$ cat src/rtl/idhz_pkg.sv
package idhz_pkg;
  // register-number widths of the two files
  localparam int INT_REGS = 32;
  localparam int FP_REGS  = 32;
  localparam int INT_AW   = $clog2(INT_REGS);
  localparam int FP_AW    = $clog2(FP_REGS);
  // sources read per register file by one instruction
  localparam int NUM_SRC  = 2;
  // in-flight stages whose result is not yet forwardable
  localparam int LOAD_WAIT_STAGES = 2;  // EX, M1
  localparam int FP_WAIT_STAGES   = 2;  // FP stage 1, FP stage 2
endpackage

$ cat src/rtl/idhz_match.sv
module idhz_match #(
  parameter int AW        = 5,
  parameter bit ZERO_SAFE = 1'b1
) (
  input  logic [AW-1:0] src,
  input  logic          src_used,
  input  logic [AW-1:0] dst,
  input  logic          dst_wr,
  output logic          hit
);
  logic zero_src;

  generate
    if (ZERO_SAFE) begin : g_zero
      assign zero_src = (src == '0);
    end else begin : g_plain
      assign zero_src = 1'b0;
    end
  endgenerate

  always_comb hit = src_used && dst_wr && (src == dst) && !zero_src;
endmodule

$ cat src/rtl/idhz_int_chk.sv
module idhz_int_chk #(
  parameter int AW  = 5,
  parameter int NS  = 2,
  parameter int NST = 2
) (
  input  logic [NS-1:0][AW-1:0]  src,
  input  logic [NS-1:0]          used,
  input  logic [NST-1:0][AW-1:0] dst,
  input  logic [NST-1:0]         wr,
  input  logic [NST-1:0]         is_load,
  output logic                   hit
);
  localparam int NPAIR = NS * NST;
  logic [NPAIR-1:0] pair_hit;

  for (genvar s = 0; s < NS; s++) begin : g_src
    for (genvar t = 0; t < NST; t++) begin : g_stage
      idhz_match #(.AW(AW), .ZERO_SAFE(1'b1)) u_m (
        .src      (src[s]),
        .src_used (used[s]),
        .dst      (dst[t]),
        .dst_wr   (wr[t] & is_load[t]),
        .hit      (pair_hit[s*NST+t])
      );
    end
  end

  always_comb hit = |pair_hit;
endmodule

$ cat src/rtl/idhz_fp_chk.sv
module idhz_fp_chk #(
  parameter int AW  = 5,
  parameter int NS  = 2,
  parameter int NST = 2
) (
  input  logic [NS-1:0][AW-1:0]  src,
  input  logic [NS-1:0]          used,
  input  logic [NST-1:0][AW-1:0] dst,
  input  logic [NST-1:0]         wr,
  output logic                   hit
);
  localparam int NPAIR = NS * NST;
  logic [NPAIR-1:0] pair_hit;

  for (genvar s = 0; s < NS; s++) begin : g_src
    for (genvar t = 0; t < NST; t++) begin : g_stage
      // FP register 0 is an ordinary register
      idhz_match #(.AW(AW), .ZERO_SAFE(1'b0)) u_m (
        .src      (src[s]),
        .src_used (used[s]),
        .dst      (dst[t]),
        .dst_wr   (wr[t]),
        .hit      (pair_hit[s*NST+t])
      );
    end
  end

  always_comb hit = |pair_hit;
endmodule

$ cat src/rtl/id_hazard_ctl.sv
module id_hazard_ctl
  import idhz_pkg::*;
#(
  parameter int INT_AW = idhz_pkg::INT_AW,
  parameter int FP_AW  = idhz_pkg::FP_AW
) (
  input  logic              id_valid,
  input  logic [INT_AW-1:0] id_ra,
  input  logic              id_ra_used,
  input  logic [INT_AW-1:0] id_rb,
  input  logic              id_rb_used,
  input  logic [FP_AW-1:0]  id_fa,
  input  logic              id_fa_used,
  input  logic [FP_AW-1:0]  id_fb,
  input  logic              id_fb_used,
  input  logic [INT_AW-1:0] ex_rd,
  input  logic              ex_rd_wr,
  input  logic              ex_is_load,
  input  logic [INT_AW-1:0] m1_rd,
  input  logic              m1_rd_wr,
  input  logic              m1_is_load,
  input  logic [FP_AW-1:0]  fx1_fd,
  input  logic              fx1_fd_wr,
  input  logic [FP_AW-1:0]  fx2_fd,
  input  logic              fx2_fd_wr,
  output logic              pc_hold,
  output logic              f1f2_hold,
  output logic              f2id_hold,
  output logic              issue_bubble
);
  // gather sources and producer stages into vectors (index 0 = youngest producer)
  logic [NUM_SRC-1:0][INT_AW-1:0]          int_src;
  logic [NUM_SRC-1:0]                      int_used;
  logic [NUM_SRC-1:0][FP_AW-1:0]           fp_src;
  logic [NUM_SRC-1:0]                      fp_used;
  logic [LOAD_WAIT_STAGES-1:0][INT_AW-1:0] ld_dst;
  logic [LOAD_WAIT_STAGES-1:0]             ld_wr;
  logic [LOAD_WAIT_STAGES-1:0]             ld_is;
  logic [FP_WAIT_STAGES-1:0][FP_AW-1:0]    fpu_dst;
  logic [FP_WAIT_STAGES-1:0]               fpu_wr;
  logic                                    int_hit;
  logic                                    fp_hit;
  logic                                    stall;

  always_comb begin
    int_src  = '{id_rb, id_ra};
    int_used = {id_rb_used, id_ra_used};
    fp_src   = '{id_fb, id_fa};
    fp_used  = {id_fb_used, id_fa_used};
    ld_dst   = '{m1_rd, ex_rd};
    ld_wr    = {m1_rd_wr, ex_rd_wr};
    ld_is    = {m1_is_load, ex_is_load};
    fpu_dst  = '{fx2_fd, fx1_fd};
    fpu_wr   = {fx2_fd_wr, fx1_fd_wr};
  end

  idhz_int_chk #(.AW(INT_AW), .NS(NUM_SRC), .NST(LOAD_WAIT_STAGES)) u_int (
    .src     (int_src),
    .used    (int_used),
    .dst     (ld_dst),
    .wr      (ld_wr),
    .is_load (ld_is),
    .hit     (int_hit)
  );

  idhz_fp_chk #(.AW(FP_AW), .NS(NUM_SRC), .NST(FP_WAIT_STAGES)) u_fp (
    .src  (fp_src),
    .used (fp_used),
    .dst  (fpu_dst),
    .wr   (fpu_wr),
    .hit  (fp_hit)
  );

  // one combined decision: never more than one bubble per cycle
  always_comb begin
    stall        = id_valid && (int_hit || fp_hit);
    pc_hold      = stall;
    f1f2_hold    = stall;
    f2id_hold    = stall;
    issue_bubble = stall;
  end
endmodule

$ cat config.mk
export PLATFORM = sky130hd
export DESIGN_NAME = id_hazard_ctl
export DESIGN_NICKNAME = d
export VERILOG_FILES = /design/src/rtl/idhz_pkg.sv /design/src/rtl/idhz_match.sv /design/src/rtl/idhz_int_chk.sv /design/src/rtl/idhz_fp_chk.sv /design/src/rtl/id_hazard_ctl.sv
export SDC_FILE = /design/constraint.sdc
export NUM_CORES = 1
export LEC_CHECK = 0
export BUFFER_PORTS_ARGS = -buffer_cell sky130_fd_sc_hd__buf_2
export CAP_MARGIN = 0
export CORE_MARGIN = 5
export CORE_UTILIZATION = 35
export DETAILED_ROUTE_END_ITERATION = 8
export PLACE_DENSITY = 0.76
export SYNTH_ARGS = -nofsm -noshare
export SYNTH_HDL_FRONTEND = slang
export SYNTH_SLANG_ARGS = --single-unit
$ cat constraint.sdc
create_clock -name vclk -period 3.15
set_input_delay 0.7875 -clock vclk [all_inputs]
set_output_delay 0.7875 -clock vclk [all_outputs]
set_load 0.1 [all_outputs]
==> results.md, run 1 <==
- Gr ovfl total: 0
- Via-to-Cell Ratio: 5.116
- Synth Net Count: around 120
- Final Cycle Share: 0.9800
- Seq. cell area: 0 um2
- First-pass iteration count of the detailed router: 4
- Register area share after synthesis: 0
- P_int: 0.06039 mW
- Area grow syn2layout: 62.33%
- Drt wl/cell: 12.95 um
- Worst vdd ir: 63.07 uV
- Max-cap viol count: 0
- Post-CTS setup buffer count: 0
- Starting Density: 0.3681
- Core Util, Final: 0.5975
- Pre-CTS setup slack: 0.04331 ns
- Worst slew margin: 0.7668
- Pwr Density: approximately 140 nW/um2
- I/O pins: 55
- Tot Pwr: 0.1216 mW
- Register share of total power: 0
- Syn Std Cell Area: 548.0 um2
- Hold WC Path Type: input pin to primary output
- HPWL after DPL: 1708 um
- Core area: about 1500 um2
- Buf/Inv on CP: 2
- Via count: 706
- Met2 GRT Util: 0.2627
- RSZ-0062 raised after global routing: false
- Most Crowded Layer GR: met2
- Post-CTS Resized: 0
- Largest delay contributor family on the critical path: simple AND/OR/NAND/NOR gates
- Max Clk Rate: 0.3239 GHz
- Syn avg cell area: 7.829 um2
- Switching pwr: ~0.061 mW
- Arr. time, crit path: 2.30 ns
- WL final: ~1800 um
- Number of global-route vias before repair: 752
- Drt drc: 0
- Slew Limit Fails: 0
- Met1 usage: 0.1616
- Largest net degree at the start of global routing: 5
- PortBufs: 55
- Starting DRC count in detailed routing: 3
- Comb power frac: 1.000
- Status: complete, no violations
- Ant. Diodes: 0
- GR Util met3: 0.02711
- Layout cell share with drive strength beyond 1: 0.4672
- Leakage Power: 0.3889 nW
- Slowest-stage cell, CP: nor4_1
- Mapped Cells: 70
- FP Rows: 14
- Slowest stage delay, CP: ~0.33 ns
- Die area: 2457 um2
- Required @ worst endpoint: about 2.4 ns
- Setup crit end kind: primary output
- Startpoint types: input pin
- Cts-stage hold buffer count: 0
- Clock Power Share: 0
- Synth unique cells: 12
- Final Hold Fails: 0
- Hold slack: 2.121 ns
- CP Class: input pin to primary output
- Sequential cell count: 0
- CP max FO: 4
- Final Critical Period: 3.087 ns
- Tightest Pin Transition: 0.3481 ns
- DIE HEIGHT: just under 50 um
- Die width: 49.57 um
- Final GP Congestion: 0.8040
- Nets: 175
- GRT Util Overall: 0.1397
- Final worst slack: 0.06293 ns
- Sw Share: 0.5036
- Setup Viol. Count Final: 0
- Post-route antenna net violation count: 0
- First-pass GRT wire length: 2918 um
- Worst path cell trace: buf_2 -> xor2_1 -> nor4_1 -> nand4_1 -> and4_4 -> o211ai_4 -> buf_12
- CLK BUF: 0
- Initial antenna violation count: 0
- Yosys Warn Count: 0
cell type report:
cell class / instances / area (um2)
inverter: 1 / 3.754
timing repair buffer: 55 / 335.3
fill: 135 / 599.3
tap: 16 / 20.02
multi-input combinational: 66 / 530.5
cells in the mapped netlist:
cell type	n	area (um2)
nand3_1	4	20.02
xnor2_1	20	175.2
and4_4	1	11.26
o221ai_1	2	17.52
nor4_1	4	25.02
buf_4	3	22.52
nor3_1	4	20.02
xor2_1	20	175.2
o211ai_2	1	12.51
nand4_1	8	50.05
inv_1	1	3.750
or4_1	2	15.01
cells by family after synthesis:
group,count (synthesis),share of synthesized area
buffers and inverters,4,0.04794
AO/OA/AOI/OAI,3,0.05480
AND/OR/NAND/NOR,23,0.2580
XOR/XNOR,40,0.6393
cells in the final DEF (no fill, tap or decap):
master     n
buf_2     51
xor2_1    20
xnor2_1   20
nand4_1    8
nor4_1     4
nand3_1    4
nor3_1     4
buf_12     4
or4_1      2
o221ai_1   2
inv_1      1
and4_4     1
o211ai_4   1
stage by stage:
step                      TNS [ns]  std cells  instance area (um2)
after detailed placement         0        138                889.6
after global routing             0        138                889.6
after CTS                        0        138                889.6
after global placement           0        138                889.6
final                            0        138                889.6
after floorplan            -0.3530         70                594.3
tightest hold or removal path: stages:
cell	delay, ns
buf_2	0.11
inv_1	0.08
o211ai_4	0.14
buf_12	0.20
power groups by stage:
stage | logic, mW | clock network, mW | registers (mW)
after floorplan | 0.0638 | 0 | 0
after global placement | 0.119 | 0 | 0
after detailed placement | 0.122 | 0 | 0
after CTS | 0.122 | 0 | 0
after global routing | 0.132 | 0 | 0
final | 0.122 | 0 | 0
layer usage:
layer,part of all wire,vias up
met2,0.50,45
met4,0.0095,0
met5,0,-
li1,-,356
met3,0.13,2
met1,0.36,303
worst paths after layout:
path / end / slack (ns) / startpoint / depth (start not counted)
hold / removal: issue_bubble / 2.12 / id_valid / 4
setup / recovery: f2id_hold / 0.06 / fx1_fd[1] / 7
(Power assumes the default switching activity.)
==> run 2, diff against run 1 <==
Clock period 3.15 ns to 3.69 ns, I/O delays scaled along.
==> run 2 against run 1 <==
  * Worst hold slack improved by 0.28 ns
  * Global-route usage barely moved
  * Via count rose by 2.8%
  * Routed wire length fell by 2.4%
==> results.md, run 2 (synthesized netlist as in run 1, its figures left out) <==
- Starting Density: 0.3681 (unchanged)
- PortBufs: 55 (unchanged)
- Nets: 175 (unchanged)
- Worst vdd ir: 52.63 uV (-17%)
- Largest delay contributor family on the critical path: simple AND/OR/NAND/NOR gates
- Most frequent cells in the layout: buf_2, xor2_1, xnor2_1
- Required @ worst endpoint: 2.77 ns (+0.41 ns)
- Slowest-stage cell, CP: nor4_1
- FP Rows: 14 (unchanged)
- Final GP Congestion: 0.8040 (unchanged)
- CP Class: input pin to primary output
- Slowest stage delay, CP: 0.36 ns (+0.03 ns)
- Drt drc: 0 (unchanged)
- Max Clk Rate: roughly 0.3 GHz
- Worst slew margin: 0.7654 (-0.001390)
- Die width: 49.57 um (unchanged)
- Slew Limit Fails: 0 (unchanged)
- Startpoint types: input pin
- Hold WC Path Type: input pin to primary output
- Die area: 2457 um2 (unchanged)
- Post-CTS setup buffer count: 0 (unchanged)
- Non-filler instance count after layout: 138 (unchanged)
- Core area: 1489 um2 (unchanged)
- Switching pwr: 0.05158 mW (-16%)
- Setup Viol. Count Final: 0 (unchanged)
- Setup TNS: 0 ns (unchanged)
- WL final: 1745 um (-2.4%)
- Worst path cell trace: buf_2 -> xor2_1 -> nor4_1 -> nand4_1 -> and4_4 -> o211ai_4 -> buf_12
- Leakage Power: 0.3886 nW (about the same)
- Number of global-route vias before repair: 737 (-2.0%)
- First-pass GRT wire length: 2946 um (+0.96%)
- Sequential cell count: 0 (unchanged)
- GRT Util Overall: 0.1396 (about the same)
- Post-route antenna net violation count: 0 (unchanged)
- Hold slack: 2.402 ns (+0.2812 ns)
- Via-to-Cell Ratio: 5.261 (+2.8%)
- Initial antenna violation count: 0 (unchanged)
- I/O pins: 55 (unchanged)
- First-pass iteration count of the detailed router: 4 (unchanged)
- Most common cell after layout, fill and taps aside: buf_2
- Gr ovfl total: 0 (unchanged)
- Buf/Inv on CP: 2 (unchanged)
- Final Critical Period: 3.315 ns
- Placed insts: 138 (unchanged)
- Largest net degree at the start of global routing: 5 (unchanged)
- Starting DRC count in detailed routing: 2 (-1)
- Pwr Density: 115.8 nW/um2 (-15%)
- Max-cap viol count: 0 (unchanged)
- RSZ-0062 raised after global routing: false
- Cts-stage hold buffer count: 0 (unchanged)
- Via count: 726 (+2.8%)
- CLK BUF: 0 (unchanged)
- HPWL after DPL: 1681 um (-1.6%)
- Post-CTS Resized: 0 (unchanged)
- Pre-CTS setup slack: 0.3555 ns (+0.3122 ns)
- Final worst slack: 0.3751 ns (+0.3121 ns)
- Setup crit end kind: primary output
- Status: complete, no violations
- Final Hold Fails: 0 (unchanged)
- Seq. cell area: 0 um2 (unchanged)
- Area grow syn2layout: 62.33% (unchanged)
- DIE HEIGHT: 49.57 um (unchanged)
- Arr. time, crit path: 2.39 ns (+0.09 ns)
- Register share of total power: 0 (unchanged)
- Comb power frac: 1.000 (about the same)
- P_int: 0.05148 mW (-15%)
- Tightest Pin Transition: 0.3502 ns (+0.002074 ns)
- Clock Power Share: 0 (unchanged)
- Sw Share: 0.5005 (-0.003124)
- Final Cycle Share: 0.8984
- Ant. Diodes: 0 (unchanged)
- Layout cell share with drive strength beyond 1: 0.4672 (unchanged)
- CP max FO: 4 (unchanged)
- Drt wl/cell: 12.64 um (-2.4%)
==> run 2: cell counts in the layout (fill, tap and decap cells not counted) <==
Identical to the previous run, type by type.
==> run 2: tightest hold or removal path, stage by stage <==
cell and delay, ns:
buf_2 0.11, inv_1 0.09, o211ai_4 0.15, buf_12 0.20
==> run 2: final timing paths <==
kind / start / to / slack, ns / depth (start not counted)
setup / recovery: id_fb[2] / f2id_hold / 0.38 / 7
hold / removal: id_valid / issue_bubble / 2.40 / 4
==> run 2: per-stage QoR <==
stage	total power, mW	cell area, um2	util
2_1_floorplan	0.05127	556.8	-
3_3_place_gp	0.1013	889.6	0.5975
3_5_place_dp	0.1039	889.6	0.5975
4_1_cts	0.1041	889.6	0.5975
5_1_grt	0.1123	889.6	0.5975
6_report	0.1031	889.6	0.5975
==> run 2: metal layers <==
metal	track usage	part of all wire
met1	0.1667	0.37
met2	0.2564	0.47
met3	0.03313	0.16
met4	0.01310	0.0097
met5	0	0
==> run 2: power by group through the flow <==
stage	Combinational [mW]	Sequential (mW)	Clock (mW)
3_3_place_gp	0.101	0	0
4_1_cts	0.104	0	0
3_5_place_dp	0.104	0	0
5_1_grt	0.112	0	0
6_report	0.103	0	0
2_1_floorplan	0.0513	0	0
==> run 2: layout make-up <==
type               instances  area [um2]
fillers                  143       599.3
multi-input cells         66       530.5
repair buffers            55       335.3
well taps                 16       20.02
inverters                  1       3.754
==> run 3, diff against run 2 <==
Clock period 3.69 ns to 3.2 ns, I/O delays scaled along.
==> run 3 against run 2 <==
  * Die area unchanged
  * Count of clock-buffer cells in the layout unchanged
  * Via count down 2.6%
  * Routed wire length up 0.23%
  * Total power up 16%
  * First-iteration DRC count up 50%
  * Design area unchanged
  * Sequential cell count unchanged
  * Critical path depth unchanged
  * Core utilization unchanged
  * Combinational power up 16%
  * Worst setup slack worse by 0.27 ns
  * Critical endpoint unchanged
  * Largest cell class unchanged
  * Largest power group unchanged
  * Highest routed layer unchanged
==> results.md, run 3 (synthesized netlist as in run 1, its figures left out) <==
- Status: complete, no violations
- Via count: 707 (-2.6%)
- Final Hold Fails: 0 (unchanged)
- Setup Viol. Count Final: 0 (unchanged)
- Most frequent cells in the layout: buf_2, xor2_1, xnor2_1
- Via-to-Cell Ratio: 5.123 (-2.6%)
- Hold slack: 2.148 ns (-0.2547 ns)
- Layout cell share with drive strength beyond 1: 0.4672 (unchanged)
- Most Crowded Layer GR: met2
- CP max FO: 4 (unchanged)
- Largest net degree at the start of global routing: 5 (unchanged)
- Ant. Diodes: 0 (unchanged)
- Number of global-route vias before repair: 751 (+1.9%)
- Register share of total power: 0 (unchanged)
- Worst vdd ir: 60.78 uV (+16%)
- Post-CTS Resized: 0 (unchanged)
- Initial antenna violation count: 0 (unchanged)
- Leakage Power: 0.3889 nW (about the same)
- Max Clk Rate: ~0.32 GHz
- Placed insts: 138 (unchanged)
- HPWL after DPL: 1675 um (-0.37%)
- Seq. cell area: 0 um2 (unchanged)
- P_int: 0.05943 mW (+15%)
- DIE HEIGHT: 49.57 um (unchanged)
- Post-route antenna net violation count: 0 (unchanged)
- Final Cycle Share: 0.9682
- WL final: 1749 um (+0.23%)
- Design area: 889.6 um2 (unchanged)
- Starting DRC count in detailed routing: 3 (+1)
- GR Util met3: 0.04518 (+0.01205)
- Sequential cell count: 0 (unchanged)
- Starting Density: 0.3681 (unchanged)
- Startpoint types: input pin
- Gr ovfl total: 0 (unchanged)
- Sw Share: 0.5025 (+0.002022)
- Switching pwr: 0.06003 mW (+16%)
- GRT Util Overall: 0.1402 (+0.0006124)
- Drt wl/cell: 12.67 um (+0.23%)
- Final GP Congestion: 0.8052 (+0.15%)
- Met1 usage: 0.1523 (-0.01434)
- Area grow syn2layout: 62.33% (unchanged)
- Fillers: 132 (-7.7%)
- Clock Power Share: 0 (unchanged)
- Slew Limit Fails: 0 (unchanged)
- First-pass iteration count of the detailed router: 4 (unchanged)
- PortBufs: 55 (unchanged)
- Pwr Density: 134.3 nW/um2 (+16%)
- Required @ worst endpoint: 2.40 ns (-0.37 ns)
- Core area: 1489 um2 (unchanged)
- Tot Pwr: 0.1195 mW (+16%)
- Most common cell after layout, fill and taps aside: buf_2
- Multi-input gate area: 530.5 um2 (unchanged)
- CLK BUF: 0 (unchanged)
- Die area: 2457 um2 (unchanged)
- I/O pins: 55 (unchanged)
- Cts-stage hold buffer count: 0 (unchanged)
- Worst hold path depth: 4 (unchanged)
- CP Class: input pin to primary output
- Comb power frac: 1.000 (about the same)
- Hold WC Path Type: input pin to primary output
- FP Rows: 14 (unchanged)
- Arr. time, crit path: 2.30 ns (-0.09 ns)
- RSZ-0062 raised after global routing: false
- Met2 GRT Util: 0.2648 (+0.008475)
- Drt drc: 0 (unchanged)
- Tightest Pin Transition: 0.3503 ns (+0.0001590 ns)
- Non-filler instance count after layout: 138 (unchanged)
- Post-DP Area: 889.6 um2 (unchanged)
- Core Util, Final: 0.5975 (unchanged)
- First-pass GRT wire length: 2939 um (-0.24%)
- Setup crit end kind: primary output
- Nets: 175 (unchanged)
- Post-CTS setup buffer count: 0 (unchanged)
- Worst slew margin: 0.7653 (about the same)
- Final Critical Period: 3.098 ns
- Die width: 49.57 um (unchanged)
- Max-cap viol count: 0 (unchanged)
[run 3: cell counts in the layout (fill, tap and decap cells not counted)]
Identical to the previous run, type by type.
[run 3: power groups by stage]
stage	logic [mW]	clock network (mW)	registers, mW
floorplan	0.0628	0	0
global placement	0.117	0	0
detailed placement	0.120	0	0
CTS	0.120	0	0
global route	0.131	0	0
finish	0.119	0	0
[run 3: cell type report]
class | instances | share of cell area
Inverter | 1 | 0.004219
Multi-Input combinational cell | 66 | 0.5963
Timing Repair Buffer | 55 | 0.3769
Tap cell | 16 | 0.02250
[run 3: per-layer routing]
| layer | part of all wire | vias to the layer above | routed length, um |
|---|---|---|---|
| met5 | 0 | - | 0 |
| met4 | 0.012 | 0 | 21 |
| met3 | 0.16 | 2 | 277 |
| met2 | 0.50 | 45 | 875 |
| met1 | 0.33 | 300 | 575 |
| li1 | - | 360 | - |
[run 3: worst max-delay path, stage by stage]
cell and delay [ns]:
buf_2 0.12, xor2_1 0.16, nor4_1 0.32, nand4_1 0.12, and4_4 0.22, o211ai_4 0.33, buf_12 0.22
[run 3: metrics by stage]
stage          worst slack [ns]  TNS, ns
4_1_cts                 0.07963        0
2_1_floorplan          -0.09266  -0.2780
3_3_place_gp             0.1077        0
5_1_grt                 0.06032        0
6_report                 0.1016        0
3_5_place_dp            0.08618        0
[run 3: worst paths after layout]
path / from / end / slack [ns]
setup / recovery: fx1_fd[1] / f2id_hold / 0.10
hold / removal: id_valid / issue_bubble / 2.15
